## src/rtl/usb_crc16_pkg.sv

```systemverilog
package usb_crc16_pkg;
  localparam int CRC_W  = 16;
  localparam int BYTE_W = 8;
  typedef logic [CRC_W-1:0]  crc_t;
  typedef logic [BYTE_W-1:0] byte_t;

  // Eight serial LFSR steps, data bit 0 first
  function automatic crc_t crc_steps(crc_t cur, byte_t d, crc_t poly);
    crc_t r;
    logic fb;
    r = cur;
    for (int i = 0; i < BYTE_W; i++) begin
      fb = r[CRC_W-1] ^ d[i];
      r  = {r[CRC_W-2:0], 1'b0};
      if (fb) r = r ^ poly;
    end
    return r;
  endfunction

  // Which register bits feed output bit j
  function automatic crc_t state_taps(int j, crc_t poly);
    crc_t m;
    crc_t v;
    m = '0;
    for (int i = 0; i < CRC_W; i++) begin
      v = crc_steps(crc_t'(1) << i, '0, poly);
      m[i] = v[j];
    end
    return m;
  endfunction

  // Which data bits feed output bit j
  function automatic byte_t data_taps(int j, crc_t poly);
    byte_t m;
    crc_t  v;
    m = '0;
    for (int i = 0; i < BYTE_W; i++) begin
      v = crc_steps('0, byte_t'(1) << i, poly);
      m[i] = v[j];
    end
    return m;
  endfunction

  function automatic crc_t wire_form(crc_t r);
    crc_t o;
    for (int k = 0; k < CRC_W; k++) o[k] = ~r[CRC_W-1-k];
    return o;
  endfunction
endpackage

```

## src/rtl/usb_crc16_xor_net.sv

```systemverilog
module usb_crc16_xor_net
  import usb_crc16_pkg::*;
#(
  parameter crc_t POLY = 16'h8005
) (
  input  crc_t  cur,
  input  byte_t din,
  output crc_t  nxt
);
  for (genvar j = 0; j < CRC_W; j++) begin : g_bit
    localparam crc_t  STAP = state_taps(j, POLY);
    localparam byte_t DTAP = data_taps(j, POLY);
    assign nxt[j] = (^(cur & STAP)) ^ (^(din & DTAP));
  end
endmodule

```

## src/rtl/usb_crc16_state.sv

```systemverilog
module usb_crc16_state
  import usb_crc16_pkg::*;
#(
  parameter crc_t POLY = 16'h8005,
  parameter crc_t SEED = 16'hFFFF
) (
  input  logic  clk,
  input  logic  rst,
  input  logic  idle,
  input  logic  byte_stb,
  input  byte_t byte_in,
  input  crc_t  nxt,
  output crc_t  crc_q
);
  logic reload, advance;
  assign reload  = idle;
  assign advance = byte_stb && !idle;

  always_ff @(posedge clk) begin
    if (rst || reload) crc_q <= SEED;
    else if (advance)  crc_q <= nxt;
  end

  assert_reset_seed_R1: assert property (@(posedge clk) rst |=> crc_q == SEED);
  assert_idle_seed_R2: assert property (@(posedge clk) disable iff (rst)
    reload |=> crc_q == SEED);
  assert_hold_R3: assert property (@(posedge clk) disable iff (rst)
    (!idle && !byte_stb) |=> $stable(crc_q));
  assert_step_R4: assert property (@(posedge clk) disable iff (rst)
    advance |=> crc_q == crc_steps($past(crc_q), $past(byte_in), POLY));
endmodule

```

## src/rtl/usb_crc16_byte.sv

```systemverilog
module usb_crc16_byte
  import usb_crc16_pkg::*;
#(
  parameter crc_t POLY    = 16'h8005,
  parameter crc_t SEED    = 16'hFFFF,
  parameter crc_t RESIDUE = 16'h800D
) (
  input  logic        clk,
  input  logic        rst,
  input  logic        idle,
  input  logic        byte_stb,
  input  logic [7:0]  byte_in,
  output logic [15:0] crc_tx,
  output logic        residue_ok
);
  crc_t crc_q, crc_nxt;

  usb_crc16_xor_net #(.POLY(POLY)) u_net (
    .cur(crc_q), .din(byte_in), .nxt(crc_nxt)
  );

  usb_crc16_state #(.POLY(POLY), .SEED(SEED)) u_state (
    .clk(clk), .rst(rst), .idle(idle), .byte_stb(byte_stb),
    .byte_in(byte_in), .nxt(crc_nxt), .crc_q(crc_q)
  );

  assign crc_tx     = wire_form(crc_q);
  assign residue_ok = (crc_q == RESIDUE);

  assert_tx_stable_R5: assert property (@(posedge clk) disable iff (rst)
    (!idle && !byte_stb) |=> $stable(crc_tx));
  assert_residue_hold_R6: assert property (@(posedge clk) disable iff (rst)
    (!idle && !byte_stb) |=> $stable(residue_ok));
  assert_idle_flag_R6: assert property (@(posedge clk) disable iff (rst)
    idle |=> !residue_ok && crc_tx == 16'h0000);
endmodule

```

## config.mk

```make
export PLATFORM = sky130hd
export DESIGN_NAME = usb_crc16_byte
export DESIGN_NICKNAME = d
export VERILOG_FILES = /design/src/rtl/usb_crc16_pkg.sv /design/src/rtl/usb_crc16_xor_net.sv /design/src/rtl/usb_crc16_state.sv /design/src/rtl/usb_crc16_byte.sv
export SDC_FILE = /design/constraint.sdc
export NUM_CORES = 1
export LEC_CHECK = 0
export ABC_AREA = 1
export ABC_CLOCK_PERIOD_IN_PS = 4840
export BUFFER_PORTS_ARGS = -buffer_cell sky130_fd_sc_hd__buf_2
export CORE_MARGIN = 2
export CORE_UTILIZATION = 46
export CTS_CLUSTER_SIZE = 40
export DETAILED_ROUTE_END_ITERATION = 16
export PLACE_DENSITY = 0.67
export SLEW_MARGIN = 10
export SYNTH_ARGS = -nofsm -noshare
export SYNTH_HDL_FRONTEND = slang
export SYNTH_SLANG_ARGS = --single-unit
```

## constraint.sdc

```tcl
create_clock -name clk -period 4.84 [get_ports clk]
set_clock_uncertainty 0.2 [all_clocks]
set_input_delay 0.484 -clock clk [delete_from_list [all_inputs] [get_ports clk]]
set_output_delay 0.484 -clock clk [all_outputs]
set_load 0.03 [all_outputs]
```

==> qor.yml, run 1 <==
grt_pass1_wl_mm: 4.62
yosysSeqAreaShare_pct: 25.9
antenna_found_initial: 0
cts_resized: 0
port_buffers: 28
post-route-period-util_pct: 43.2
grt_pass1_vias: 1072
drv_slew: 0
grt_busiest_layer: "met2"
synth_top_area_cell: "dfxtp_1"
fin_crit_ns: 2.09
path_max_fanout: 3
cp-start-kind: "register"
grtUsageMet1_pct: 25.2
drt-pass1-iter-count: 4
avgSynthCellArea_um2: 6.48
tns_ns: 0
wirelength_mm: 2.83
place_congestion: 0.815
synthCells: 191
post_cts_buffers: 0
diodes: 0
crit_slowest_cell: "dfxtp_1"
sw_frac_of_total_pct: 38.7
largestRegisters: "u_state.crc_q (16)"
setup_viol: 0
fp-row-count: 18
layout_setup_ws_ns: 2.75
regMostFlops: "u_state.crc_q"
rr_endpoint: "u_state.crc_q[15]$_SDFFE_PP1P_"
intPower_uw: 212
critPathTopFamily: "flip-flops"
syn-num-nets: 207
synth_top_area_share_pct: 25.9
h-tree-depth: 1
endpoint: "residue_ok"
cp_cell_sequence: "inv_1, ha_1, nand4_1, nor3_1, buf_2"
cts_hold_buffers: 0
rr_startpoint: "u_state.crc_q[9]$_SDFFE_PP1P_"
hold_viol: 0
num_vias: 1230
hp-start: "idle"
p_per_area_nw_per_um2: 244
rsz0062_at_grt: "no"
worst_skew_pair.late_latency_ns: 0.28
path_depth: 5
clock_path_buffers: 2
dieArea_um2: 3120
max-vdd-ir-drop_mv: 0.165
pre_cts_ws_ns: 2.76
cts_tree: "built"
dp_hpwl_mm: 2.27
arrival_ns: 1.41
slowest_delay_ns: 0.36
hold_path.class: "primary input to register"
fp.coreArea_um2: 2520
detail-route-antenna-nets: 0
power_uw: 346
synth_area_um2: 1240
cp.required_ns: 4.16
fin_util_pct: 56.2
rr_worst_depth: 12
pin_count: 29
grt_usage_pct: 18.4
ys_ff_latch: 16
gr-usage-met3_pct: 4.19
yosys_warnings: 0
nets: 237
largest_register_ffs: 16
seq_power_share_pct: 41.5
clock.fmax_mhz: 478
synth_cell_type_count: 24
pwr-share-clk_pct: 20.9
critPathLaunch: "u_state.crc_q[9]$_SDFFE_PP1P_"
drc: 0
globalRouteMet2Util_pct: 29.4
comb_power_share_pct: 37.6
die_h_um: 55.9
wire_per_inst_um: 11.3
cap_violations: 0
syn_to_final_growth_pct: 14.6
cts.sinks: 16
end_kind: "output pin"
grt_max_degree: 16
drive_above_1_share_pct: 28.8
die_w_um: 55.9
p_sw_uw: 134
cts.reportedPaths.clkPinSlew_ns: 0.10
holdWs_ns: 0.219
cts-root-buf: "clkbuf_4"
vias_per_cell: 4.94
worst_slew_pin_slew_ns: 0.826
worstSetupPathType: "register to output pin"
initial_core_util_pct: 49.1
p_leak_nw: 0.840
relSlewSlack_pct: 44.7
reg2reg_slack_ns: 2.96
cts_made_buffers: 3
drt_iter0_drc: 49
path_buf_inv: 2
grt_overflow: 0
synth.area.top_cells: "dfxtp_1 26%, nand2_1 19%, nand2_2 9.1%"
status: "completed"
-- synth_stat cells --
cell      instances
nand2_1          61
inv_1            22
inv_2             9
nor2_2            1
o31ai_1           1
ha_1              4
nand3_1          11
nand2_4           2
nor3_1            1
buf_6             1
nand4_1           3
nand3b_1          1
buf_2             1
dfxtp_1          16
xor2_1            9
nor2_1            6
o21ai_0           2
inv_4             2
nand2_2          18
a21oi_1           4
xnor2_1           3
o211ai_1          7
o221ai_1          5
clkbuf_1          1
-- power groups by stage --
stage | sequential [mW] | combinational [mW] | clock (mW)
after global placement | 0.147 | 0.127 | 0
after detailed placement | 0.147 | 0.130 | 0
final | 0.144 | 0.130 | 0.0722
after floorplan | 0.145 | 0.101 | 0
after global routing | 0.145 | 0.145 | 0.0789
after CTS | 0.144 | 0.131 | 0.0722
-- metal layers --
layer	vias to the layer above	routed length, µm
li1	658	-
met4	0	8
met5	-	0
met2	38	1270
met1	532	1380
met3	2	165
-- worst register-to-register path: stages (launching register included) --
cell and delay [ns]:
dfxtp_1 0.41, inv_1 0.10, ha_1 0.35, inv_2 0.09, nand2_1 0.05, nand2_1 0.10, nand2_2 0.08, nand2_2 0.08
nand2_1 0.05, nand2_1 0.06, nand3_1 0.07, nand3_1 0.09, nand2_1 0.05
-- worst min path at each step --
stage | endpoint | slack, ns | cells past startpoint
floorplan | u_state.crc_q[12]$_SDFFE_PP1P_ | 0.25 | 2
global placement | u_state.crc_q[12]$_SDFFE_PP1P_ | 0.26 | 2
detailed placement | u_state.crc_q[12]$_SDFFE_PP1P_ | 0.26 | 2
CTS | u_state.crc_q[3]$_SDFFE_PP1P_ | 0.22 | 2
global route | u_state.crc_q[3]$_SDFFE_PP1P_ | 0.21 | 2
finish | u_state.crc_q[3]$_SDFFE_PP1P_ | 0.22 | 2
-- per-stage QoR --
| stage | std cells | cell area [µm²] |
|---|---|---|
| 2_1_floorplan | 191 | 1240 |
| 3_3_place_gp | 246 | 1400 |
| 3_5_place_dp | 246 | 1400 |
| 4_1_cts | 249 | 1420 |
| 5_1_grt | 249 | 1420 |
| 6_report | 249 | 1420 |
-- cell type report --
cell class	count	area [µm²]
fillers	255	1100
multi-input cells	139	768
flip-flops and latches	16	320
repair buffers	28	140
inverters	33	129
well taps	30	37.5
clock buffers	3	22.5
-- layout by cell type (no fill, tap or decap) --
cell,count
nor3_1,1
nand2_4,2
a21oi_1,4
o31ai_1,1
buf_2,28
nand3b_1,1
inv_1,22
clkbuf_4,3
nand2_2,18
nand3_1,11
nor2_1,6
ha_1,4
inv_2,9
nor2_2,1
dfxtp_1,16
o221ai_1,5
xnor2_1,3
o21ai_0,2
nand4_1,3
o211ai_1,7
inv_4,2
xor2_1,9
nand2_1,61
-- logic make-up (layout without fill, tap and decap cells) --
group,count (synthesis),in the layout,share of synthesized area (%)
buffers and inverters,36,64,12.0
adders and majority gates,4,4,4.04
DFF,16,16,25.9
and+or+nand+nor,104,104,38.7
AOI/OAI and AO/OA,19,19,10.8
xor gates and xnor gates,12,12,8.49
Note: power is estimated with default switching activity, not from simulation.
==> inputs of run 2 (changes only) <==
Settings changed: ABC_CLOCK_PERIOD_IN_PS 4840 to 1850, PLACE_DENSITY 0.67 to 0.7.
Clock period 4.84 ns to 1.85 ns, I/O delays scaled along.
==> qor.yml, run 2 (same netlist as run 1, synthesis figures left out) <==
setup_viol: 0
post-route-period-util_pct: 96.1
layout_setup_ws_ns: 0.0724
grt_pass1_vias: 1343
wirelength_mm: 3.29
cts_made_buffers: 3
crit_slowest_cell: "dfxtp_2"
dp_hpwl_mm: 2.63
cts.sinks: 16
tns_ns: 0
wire_per_inst_um: 12.9
cts.reportedPaths.clkPinSlew_ns: 0.10
dieArea_um2: 3120
drv_slew: 0
detail-route-antenna-nets: 0
max-vdd-ir-drop_mv: 0.499
grt_pass1_wl_mm: 5.76
slowest_delay_ns: 0.35
diodes: 0
largest_register_ffs: 16
drt_iter0_drc: 66
vias_per_cell: 5.27
worst_slew_pin_slew_ns: 0.428
worstSetupPathType: "register to output pin"
drive_above_1_share_pct: 34.2
nets: 242
port_buffers: 28
syn_to_final_growth_pct: 24.2
hold_path.class: "primary input to register"
hp-start: "byte_stb"
fp-row-count: 18
seq_area_um2: 323
die_w_um: 55.9
fill_cells: 244
fin_util_pct: 60.9
clock_path_buffers: 2
regMostFlops: "u_state.crc_q"
fp.coreArea_um2: 2520
end_kind: "output pin"
cts_tree: "built"
antenna_found_initial: 0
grt_usage_pct: 22.6
path_max_fanout: 3
fin_crit_ns: 1.78
p_per_area_nw_per_um2: 641
relSlewSlack_pct: 71.4
hold_viol: 0
pre_cts_ws_ns: 0.0481
num_vias: 1343
place_congestion: 0.830
cts-root-buf: "clkbuf_4"
critPathLaunch: "u_state.crc_q[9]$_SDFFE_PP1P_"
drt-pass1-iter-count: 4
initial_core_util_pct: 49.1
clock.fmax_mhz: 563
final_common_cell: "nand2_1"
cp_cell_sequence: "inv_1, ha_4, nand4_1, nor3_2, buf_4"
worst_skew_pair.late_latency_ns: 0.29
layout_common_cells: "60 x nand2_1, 27 x buf_2, 20 x inv_1, 19 x nand2_2, 14 x dfxtp_1"
cp.required_ns: 1.46
drc: 0
cp-start-kind: "register"
rr_startpoint: "u_state.crc_q[13]$_SDFFE_PP1P_"
grt_overflow: 0
rsz0062_at_grt: "no"
h-tree-depth: 1
status: "completed"
largestRegisters: "u_state.crc_q (16)"
pin_count: 29
multi_input_area_um2: 826
cap_violations: 0
grt_max_degree: 13
arrival_ns: 1.39
p_leak_nw: 0.860
die_h_um: 55.9
-- run 2: power by group --
group / switching [mW] / leakage, nW / internal, mW
clock network: 0.115 / 0.0210 / 0.120
registers: 0.0159 / 0.131 / 0.363
logic: 0.237 / 0.707 / 0.134
-- run 2: stage by stage --
| step | std cells | hold WS, ns | instance area [µm²] | power (mW) |
|---|---|---|---|---|
| after floorplan | 191 | 0.0871 | 1240 | 0.646 |
| after global placement | 249 | 0.212 | 1420 | 0.724 |
| after detailed placement | 249 | 0.224 | 1420 | 0.736 |
| after CTS | 255 | 0.101 | 1480 | 0.976 |
| after global routing | 255 | 0.107 | 1540 | 1.05 |
| final | 255 | 0.105 | 1540 | 0.985 |
-- run 2: repair_timing --
item | 4_1_cts | 5_1_grt
gates resized for setup | 0 | 12
hold buffers | 2 | 0
endpoints found under the setup margin | 0 | 4
endpoints found under the hold margin | 4 | 0
setup buffers | 0 | 0
-- run 2: cell type report --
class                   instances  share of cell area [%]
repair buffers                 33                    12.1
flip-flops and latches         16                    21.0
clock buffers                   4                    2.36
multi-input cells             139                    53.7
inverters                      33                    8.39
well taps                      30                    2.44
-- run 2: path summary, 6_finish.rpt --
check,to,slack [ns],cells after the start
setup / recovery,residue_ok,0.07,5
hold / removal,u_state.crc_q[14]$_SDFFE_PP1P_,0.11,3
setup reg to reg,u_state.crc_q[1]$_SDFFE_PP1P_,0.15,9
hold reg to reg,u_state.crc_q[14]$_SDFFE_PP1P_,0.29,2
-- run 2: per-layer routing --
metal | GRT usage (%) | routed length [µm]
met5 | 0 | 0
met1 | 28.5 | 1390
met2 | 38.1 | 1690
met4 | 7.48 | 31
met3 | 5.12 | 180
-- run 2: worst max-delay path: cells and delay by family, from the launching register on --
kind	cells	cell delay (ns)
adders and majority gates	1	0.14
buffers and inverters	2	0.30
DFF	1	0.35
and+or+nand+nor	2	0.31
